**config.mk**
```make
export PLATFORM = sky130hd
export DESIGN_NAME = iopage_responder
export DESIGN_NICKNAME = d
export VERILOG_FILES = /design/src/rtl/iop_pkg.sv /design/src/rtl/iop_decode.sv /design/src/rtl/iop_merge.sv /design/src/rtl/iopage_responder.sv
export SDC_FILE = /design/constraint.sdc
export NUM_CORES = 1
export LEC_CHECK = 0
export BUFFER_PORTS_ARGS = -buffer_cell sky130_fd_sc_hd__buf_2
export CAP_MARGIN = 20
export CORE_ASPECT_RATIO = 0.8
export CORE_MARGIN = 10
export CORE_UTILIZATION = 56
export CTS_CLUSTER_SIZE = 16
export DETAILED_ROUTE_END_ITERATION = 8
export MAX_ROUTING_LAYER = met4
export PLACE_DENSITY = 0.75
export SYNTH_ARGS = -nofsm -noshare
export SYNTH_HDL_FRONTEND = slang
export SYNTH_SLANG_ARGS = --single-unit
```
**constraint.sdc**
```tcl
create_clock -name clk -period 3.6 [get_ports clk]
set_clock_uncertainty 0.05 [all_clocks]
set_input_delay 0.54 -clock clk [delete_from_list [all_inputs] [get_ports clk]]
set_output_delay 0.54 -clock clk [all_outputs]
set_load 0.02 [all_outputs]
```
**src/rtl/iop_pkg.sv**
```systemverilog
package iop_pkg;

    localparam int PAGE_AW = 13;
    localparam int DW      = 16;
    localparam int FLAG_W  = 5;
    localparam int WCNT_W  = 4;

    // slot option bit positions inside each FLAG_W-wide field
    localparam int FB_PRESENT = 0;
    localparam int FB_DUMMY   = 1;
    localparam int FB_RDONLY  = 2;
    localparam int FB_CLRRST  = 3;
    localparam int FB_WRONLY  = 4;

    typedef enum logic [2:0] {
        CYC_RD16 = 3'd0,
        CYC_WR16 = 3'd1,
        CYC_WR8  = 3'd2,
        CYC_BRST = 3'd3,
        CYC_RD8  = 3'd4
    } cyc_e;

endpackage

```
**src/rtl/iop_decode.sv**
```systemverilog
module iop_decode
    import iop_pkg::*;
#(
    parameter int NSLOTS = 4,
    parameter int MAXW   = 2,
    parameter logic [NSLOTS*PAGE_AW-1:0] SLOT_BASE  = '0,
    parameter logic [NSLOTS*WCNT_W-1:0]  SLOT_WORDS = '0,
    parameter logic [NSLOTS*FLAG_W-1:0]  SLOT_FLAGS = '0,
    localparam int SW  = (NSLOTS > 1) ? $clog2(NSLOTS) : 1,
    localparam int WIW = (MAXW > 1) ? $clog2(MAXW) : 1
) (
    input  logic [PAGE_AW-2:0] word_addr,
    output logic               hit,
    output logic [SW-1:0]      slot,
    output logic [WIW-1:0]     widx
);

    logic [NSLOTS-1:0]          match;
    logic [NSLOTS-1:0][WIW-1:0] offs;

    for (genvar i = 0; i < NSLOTS; i++) begin : g_slot
        localparam logic [PAGE_AW-1:0] BASE  = SLOT_BASE[i*PAGE_AW +: PAGE_AW];
        localparam int                 WORDS = int'(SLOT_WORDS[i*WCNT_W +: WCNT_W]);
        localparam logic [PAGE_AW-1:0] BW    = BASE >> 1;
        localparam logic [PAGE_AW-1:0] EW    = BW + PAGE_AW'(WORDS);

        if (BASE[0])
            $error("slot %0d base offset is odd", i);
        if (int'(BASE) + 2 * WORDS > (1 << PAGE_AW))
            $error("slot %0d extends beyond the I/O page", i);
        if (WORDS < 1 || WORDS > MAXW)
            $error("slot %0d word count out of range", i);

        logic [PAGE_AW-1:0] wa_ext;
        logic [PAGE_AW-1:0] rel;
        assign wa_ext   = {1'b0, word_addr};
        assign rel      = wa_ext - BW;
        assign match[i] = SLOT_FLAGS[i*FLAG_W + FB_PRESENT]
                          && (wa_ext >= BW) && (wa_ext < EW);
        assign offs[i]  = rel[WIW-1:0];
    end

    // lowest-numbered matching slot wins
    always_comb begin
        hit  = 1'b0;
        slot = '0;
        widx = '0;
        for (int i = NSLOTS - 1; i >= 0; i--) begin
            if (match[i]) begin
                hit  = 1'b1;
                slot = SW'(i);
                widx = offs[i];
            end
        end
    end

endmodule

```
**src/rtl/iop_merge.sv**
```systemverilog
module iop_merge
    import iop_pkg::*;
(
    input  logic [DW-1:0] old_word,
    input  logic [7:0]    byte_val,
    input  logic          hi_lane,
    output logic [DW-1:0] merged
);

    always_comb begin
        merged = old_word;
        if (hi_lane) merged[15:8] = byte_val;
        else         merged[7:0]  = byte_val;
    end

endmodule

```
**src/rtl/iopage_responder.sv**
```systemverilog
module iopage_responder
    import iop_pkg::*;
#(
    parameter int NSLOTS = 4,
    parameter int MAXW   = 2,
    parameter logic [NSLOTS*PAGE_AW-1:0] SLOT_BASE =
        {13'h0400, 13'h0300, 13'h0200, 13'h0100},
    parameter logic [NSLOTS*WCNT_W-1:0] SLOT_WORDS =
        {4'd1, 4'd1, 4'd1, 4'd2},
    parameter logic [NSLOTS*FLAG_W-1:0] SLOT_FLAGS =
        {5'b10001, 5'b00011, 5'b00101, 5'b01001},
    parameter logic [NSLOTS*DW-1:0] SLOT_INIT =
        {16'h7777, 16'h0000, 16'hBEEF, 16'h1111}
) (
    input  logic                clk,
    input  logic                rst_n,
    input  logic                req,
    input  logic [2:0]          cyc,
    input  logic [PAGE_AW-1:0]  addr,
    input  logic [DW-1:0]       wdata,
    output logic                ack,
    output logic                err,
    output logic                err_tmo,
    output logic [DW-1:0]       rdata
);

    localparam int SW  = (NSLOTS > 1) ? $clog2(NSLOTS) : 1;
    localparam int WIW = (MAXW > 1) ? $clog2(MAXW) : 1;
    localparam int NW  = NSLOTS * MAXW;
    localparam int IW  = (NW > 1) ? $clog2(NW) : 1;
    localparam int MULW = IW + 1;

    typedef struct packed {
        logic                   ack;
        logic                   err;
        logic                   tmo;
        logic [DW-1:0]          rdata;
        logic [NW-1:0][DW-1:0]  regs;
    } state_t;

    function automatic state_t reset_state();
        state_t s;
        s = '0;
        for (int k = 0; k < NW; k++)
            s.regs[k] = SLOT_INIT[(k / MAXW)*DW +: DW];
        return s;
    endfunction

    localparam state_t ST_RST = reset_state();

    state_t q, d;

    // per-slot option vectors and per-word reset-clear mask
    logic [NSLOTS-1:0] f_dummy, f_rdonly, f_wronly;
    logic [NW-1:0]     clr_word;

    for (genvar i = 0; i < NSLOTS; i++) begin : g_flags
        localparam logic [FLAG_W-1:0] F = SLOT_FLAGS[i*FLAG_W +: FLAG_W];
        assign f_dummy[i]  = F[FB_DUMMY];
        assign f_rdonly[i] = F[FB_RDONLY];
        assign f_wronly[i] = F[FB_WRONLY];
        for (genvar w = 0; w < MAXW; w++) begin : g_word
            assign clr_word[i*MAXW + w] = F[FB_PRESENT] && F[FB_CLRRST] && !F[FB_DUMMY];
        end
    end

    logic           hit;
    logic [SW-1:0]  slot;
    logic [WIW-1:0] widx;

    iop_decode #(
        .NSLOTS     (NSLOTS),
        .MAXW       (MAXW),
        .SLOT_BASE  (SLOT_BASE),
        .SLOT_WORDS (SLOT_WORDS),
        .SLOT_FLAGS (SLOT_FLAGS)
    ) u_dec (
        .word_addr (addr[PAGE_AW-1:1]),
        .hit       (hit),
        .slot      (slot),
        .widx      (widx)
    );

    logic [MULW-1:0] idx_wide;
    logic [IW-1:0]   idx;
    logic [DW-1:0]   old_word;
    logic [DW-1:0]   merge_base;
    logic [DW-1:0]   merged;
    logic            s_dummy, s_rdonly, s_wronly;

    assign idx_wide = MULW'(slot) * MULW'(MAXW) + MULW'(widx);
    assign idx      = idx_wide[IW-1:0];
    assign old_word = (int'(idx_wide) < NW) ? q.regs[idx] : '0;
    assign s_dummy  = (int'(slot) < NSLOTS) ? f_dummy[slot]  : 1'b0;
    assign s_rdonly = (int'(slot) < NSLOTS) ? f_rdonly[slot] : 1'b0;
    assign s_wronly = (int'(slot) < NSLOTS) ? f_wronly[slot] : 1'b0;

    // a write-only word cannot be read, so the merge starts from zero
    assign merge_base = s_wronly ? '0 : old_word;

    iop_merge u_merge (
        .old_word (merge_base),
        .byte_val (wdata[7:0]),
        .hi_lane  (addr[0]),
        .merged   (merged)
    );

    always_comb begin
        d       = q;
        d.ack   = 1'b0;
        d.err   = 1'b0;
        d.tmo   = 1'b0;
        d.rdata = '0;
        if (req) begin
            case (cyc_e'(cyc))
                CYC_BRST: begin
                    d.ack = 1'b1;
                    for (int k = 0; k < NW; k++)
                        if (clr_word[k]) d.regs[k] = '0;
                end
                CYC_RD16: begin
                    if (!hit) begin
                        d.err = 1'b1;
                        d.tmo = 1'b1;
                    end else if (s_wronly) begin
                        d.err = 1'b1;
                    end else begin
                        d.ack   = 1'b1;
                        d.rdata = s_dummy ? '0 : old_word;
                    end
                end
                CYC_WR16, CYC_WR8: begin
                    if (!hit) begin
                        d.err = 1'b1;
                        d.tmo = 1'b1;
                    end else if (s_rdonly) begin
                        d.err = 1'b1;
                    end else begin
                        d.ack = 1'b1;
                        if (!s_dummy && int'(idx_wide) < NW)
                            d.regs[idx] = (cyc_e'(cyc) == CYC_WR8) ? merged : wdata;
                    end
                end
                default: d.err = 1'b1;
            endcase
        end
    end

    always_ff @(posedge clk) begin
        if (!rst_n) q <= ST_RST;
        else        q <= d;
    end

    assign ack     = q.ack;
    assign err     = q.err;
    assign err_tmo = q.tmo;
    assign rdata   = q.rdata;

    logic [NW*DW-1:0] store_flat;
    assign store_flat = q.regs;

endmodule

```
==> metrics.cfg, run 1 <==
[worst_setup_path]
worstPathRequired_ps=3770
path_buf_inv=1
cp.arrival_ps=3060
critPathKind=in2reg
slowest_stage=or4_1
critPathLaunch=addr[5]
crit_chain=buf_2 > or4_1 > or2_1 > o211ai_1 > nand4_2 > a32oi_1 > a21oi_1
worstSetupEndpointType=flip-flop
slowest_delay_ps=710
critical-path-top-delay-family=simple AND/OR/NAND/NOR gates
worst_setup_path_start_kind=primary input
r2r-start=q[47]
path_max_fanout=16

[timing]
tightest_slew_ps=1144
finalSetupViolCount=0
slew_headroom_pct=23.65
hold_viol=0
fmax_ghz=0.3461
report.final.slew_viol_count=0
rsz0062_at_grt=false
final.min_clock_period_ps=2890
final.setup.tns_ps=0
fin_crit_sh_pct=80.27

[grt]
grt_pass1_vias=4113
grt_start_max_net_pins=40
grt_pass1_wl_um=21010
grt_overflow=0
track_usage_pct=22.06
antenna_found_initial=0

[final_layout]
final_cell_mix=dfxtp_1 (95), nand2_1 (59), buf_2 (53)
seq_area_um2=1902
fillers=717
n_antenna_cell=0
final_layout_size_suffix_gt1_share_pct=18.04
area_growth_pct=8.052
final_common_cell=dfxtp_1
multi_input_area_um2=2394
finalNetCount=612

[clock_tree]
tritoncts=done
clock_latency_ps=380
cts_hold_buffers=0
post_cts_buffers=0
clkTransAtPathRegs_ps=90
cts-buffers-inserted=9
clock_sinks=95
htree_levels=3
cts_resized=0
cts-root-buf=clkbuf_8
cts.path.max_buffers=2

[synthesis]
synth_warnings=0
synthMuxAreaShare_pct=3.852
synth_cell_types=66
synth_top_family_by_area=simple AND/OR/NAND/NOR gates
seq_area_frac_synth_pct=40.66
synth-xor-area-share_pct=0.3745
syn-num-nets=591
synth_compound_area_share_pct=19.88
ys_seq_elements=95
synth_ff_type=dfxtp_1
synthesis.area_um2=4677
synthAdderAreaFrac_pct=0
ys_async_sr_fraction_pct=0
synth_edf_count=0
avgSynthCellArea_um2=8.412
syn_inst=556
synth_simple_gate_area_share_pct=27.07

[floorplan]
die_y_um=101.7
io_pins=54
dieArea_um2=12430
start_util_pct=58.32
dieWidth_um=122.2
rows=29
core_um2=8019

[route]
dr.pass1.iters=5
wirelength_um=13090
highest_layer=met4
avgRoutedWirePerCell_um=18.97
drt-vias-per-instance=6.132
drtIter0Drc=360
route.met3.wl_um=1160
post-route-drc-count=0
m1WireLength_um=5938
vias=4231
drtAntennaViolNets=0
met2_length_um=5734

[placement]
port_buffers=53
hpwl_um=9236
gp_congestion=0.9177

[pwr]
p_leak_nw=1.943
finalPower_mw=1.937
p_per_area_nw_per_um2=383.2
peakVddDrop_uv=369.9

[run]
cap_viol_max_count=0

[hold_path]
hp-class=in2reg
min-delay-start=req

[outcome]
status=complete, no violations

## metal layers
layer | GRT usage, % | up-vias
met4 | 9.042 | 0
li1 | - | 2029
met5 | - | -
met1 | 28.09 | 1973
met2 | 32.60 | 202
met3 | 5.614 | 27
## synth_stat cells, types with 16 or more instances
cell type  count  share of area [%]
o21ai_0       18                1.9
nor3_1        18                1.9
and2_1        16                2.1
nand3_1       26                2.8
nor2_1        49                3.9
mux2i_1       18                3.9
a21oi_1       30                3.2
buf_4         19                3.0
dfxtp_1       95                 41
nand2b_1      25                3.3
nand2_1       59                4.7
clkbuf_1      27                2.2
## registers in the layout (all words and copies together), names as in the netlist
register / cells
err_tmo: 1
q: 76
rdata: 16
err: 1
ack: 1
## per-stage QoR
stage	instances	area, um2	hold WS [ps]	util [%]	setup WS (ps)
after floorplan	556	4677	352.3	-	921.5
after global placement	674	4857	372.7	60.57	438.8
after detailed placement	674	4857	376.1	60.57	381.3
after CTS	690	5054	352.9	63.02	791.6
after global routing	690	5054	367.9	63.02	581.7
final	690	5054	364.5	63.02	710.3
## final timing paths
kind | to | slack [ps] | cells past startpoint
setup / recovery | q[26] | 710 | 7
hold / removal | err | 360 | 2
setup reg to reg | q[31] | 1950 | 6
hold reg to reg | q[45] | 400 | 1
## cells by family after synthesis
| kind of cell | after synthesis |
|---|---|
| AO/OA/AOI/OAI | 130 |
| XOR/XNOR | 2 |
| buffers and inverters | 67 |
| flip-flops | 95 |
| multiplexers | 18 |
| AND/OR/NAND/NOR | 244 |
## where the power goes
part	switching (mW)	internal (mW)	leakage [nW]	total, mW
clock	0.388	0.329	0.0985	0.718
combinational	0.110	0.0500	1.08	0.160
sequential	0.00309	1.06	0.768	1.06
## area by class of cell
cell class / count / area share (%)
flip-flops and latches: 95 / 37.63
clock inverters: 5 / 1.287
inverters: 5 / 0.3714
clock buffers: 11 / 2.600
repair buffers: 72 / 8.071
well taps: 108 / 2.674
multi-input cells: 394 / 47.36
(Power assumes the default switching activity.)
==> run 2, diff against run 1 <==
clock period = 3.01 ns   (was 3.6 ns; I/O delays follow)
==> metrics.cfg, run 2 (synthesis gave the netlist of run 1 again) <==
[outcome]
status=complete, no violations

[route]
drtAntennaViolNets=0
vias=4299
avgRoutedWirePerCell_um=19.05
wirelength_um=13360
post-route-drc-count=0
dr.pass1.iters=7
drtIter0Drc=359
drt-vias-per-instance=6.133

[final_layout]
area_growth_pct=9.738
fillers=722
seq_area_um2=1902
final_layout_size_suffix_gt1_share_pct=19.73
multi_input_area_um2=2394
top_register=q
final_cell_mix=dfxtp_1 (95), nand2_1 (59), buf_2 (53)
final_common_cell=dfxtp_1
n_antenna_cell=0
fin_area_um2=5132
largest_reg_flops=76
finalNetCount=623

[clock_tree]
post_cts_buffers=0
cts_hold_buffers=0
tritoncts=done
htree_levels=3
cts.path.max_buffers=2
cts_resized=0
cts-root-buf=clkbuf_8
clock_latency_ps=380
clock_sinks=95
clkTransAtPathRegs_ps=90
cts-buffers-inserted=9

[grt]
grt_start_max_net_pins=30
grt_overflow=0
grt_pass1_vias=4306
antenna_found_initial=0
grt_pass1_wl_um=21740
track_usage_pct=22.65

[worst_setup_path]
reg2reg_depth=6
path_max_fanout=9
cp.arrival_ps=2860
worstSetupEndpointType=flip-flop
worstPathRequired_ps=3200
critPathKind=in2reg
worst_setup_path_start_kind=primary input

[timing]
hold_ws_ps=288.4
tightest_slew_ps=1120
finalSetupViolCount=0
setup_slack_ps=337.3
rsz0062_at_grt=false
report.final.slew_viol_count=0
final.min_clock_period_ps=2673
final.setup.tns_ps=0
slew_headroom_pct=24.77
fmax_ghz=0.3742
hold_viol=0
fin_crit_sh_pct=88.79

[floorplan]
start_util_pct=58.32
dieWidth_um=122.2
io_pins=54
core_um2=8019
die_y_um=101.7
dieArea_um2=12430
rows=29

[placement]
port_buffers=53
gp_congestion=0.9124
dp_slack_ps=-14.13
hpwl_um=9663
dpl-instance-area_um2=4952

[hold_path]
hp-class=in2reg
min_path_cells=2

[pwr]
peakVddDrop_uv=329.0
p_leak_nw=1.981
finalPower_mw=2.244
p_per_area_nw_per_um2=437.2

[run]
cap_viol_max_count=0

-- run 2: cell types whose count changed in the layout (fill, tap and decap cells not counted), sizes merged --
| cell | previous run | this run |
|---|---|---|
| clkbuf | 11 | 10 |
| bufinv | 1 | 0 |
| inv | 7 | 8 |
| clkinvlp | 0 | 2 |
| clkinv | 2 | 1 |
| buf | 72 | 83 |
-- run 2: layout make-up --
type                    count  share of cell area [%]
clock inverters             6                   1.024
flip-flops and latches     95                   37.06
repair buffers             83                   9.800
clock buffers              10                   2.487
well taps                 108                   2.633
inverters                   5                  0.3657
multi-input cells         394                   46.64
-- run 2: routing by layer --
| metal | global-route usage (%) | share of wire [%] | up-vias |
|---|---|---|---|
| li1 | - | - | 2052 |
| met1 | 27.98 | 43 | 2023 |
| met2 | 34.96 | 46 | 203 |
| met3 | 6.670 | 9.3 | 21 |
| met4 | 7.052 | 1.7 | 0 |
| met5 | - | 0 | - |
-- run 2: critical path, stage by stage --
cell and delay, ps:
buf_2 100, or4_1 630, a2111oi_4 390, buf_12 190, mux2i_1 270, nor4_1 70, nor4_1 560, o31ai_1 190
-- run 2: path summary, 6_finish.rpt --
path                start     to  slack, ps
setup / recovery  addr[5]  q[11]        340
hold / removal        req    err        290
setup reg to reg    q[47]  q[15]       1380
hold reg to reg     q[47]  q[47]        400
-- run 2: report_power, final --
part / switching (mW) / internal, mW / leakage (nW)
Clock: 0.467 / 0.313 / 0.0854
Combinational: 0.134 / 0.0638 / 1.13
Sequential: 0.00324 / 1.26 / 0.768
-- run 2: per-stage QoR --
stage                     std cells  util, %
after floorplan                 556        -
after detailed placement        685    61.76
final                           701    64.00
after global routing            701    64.00
after global placement          685    61.76
after CTS                       701    64.00
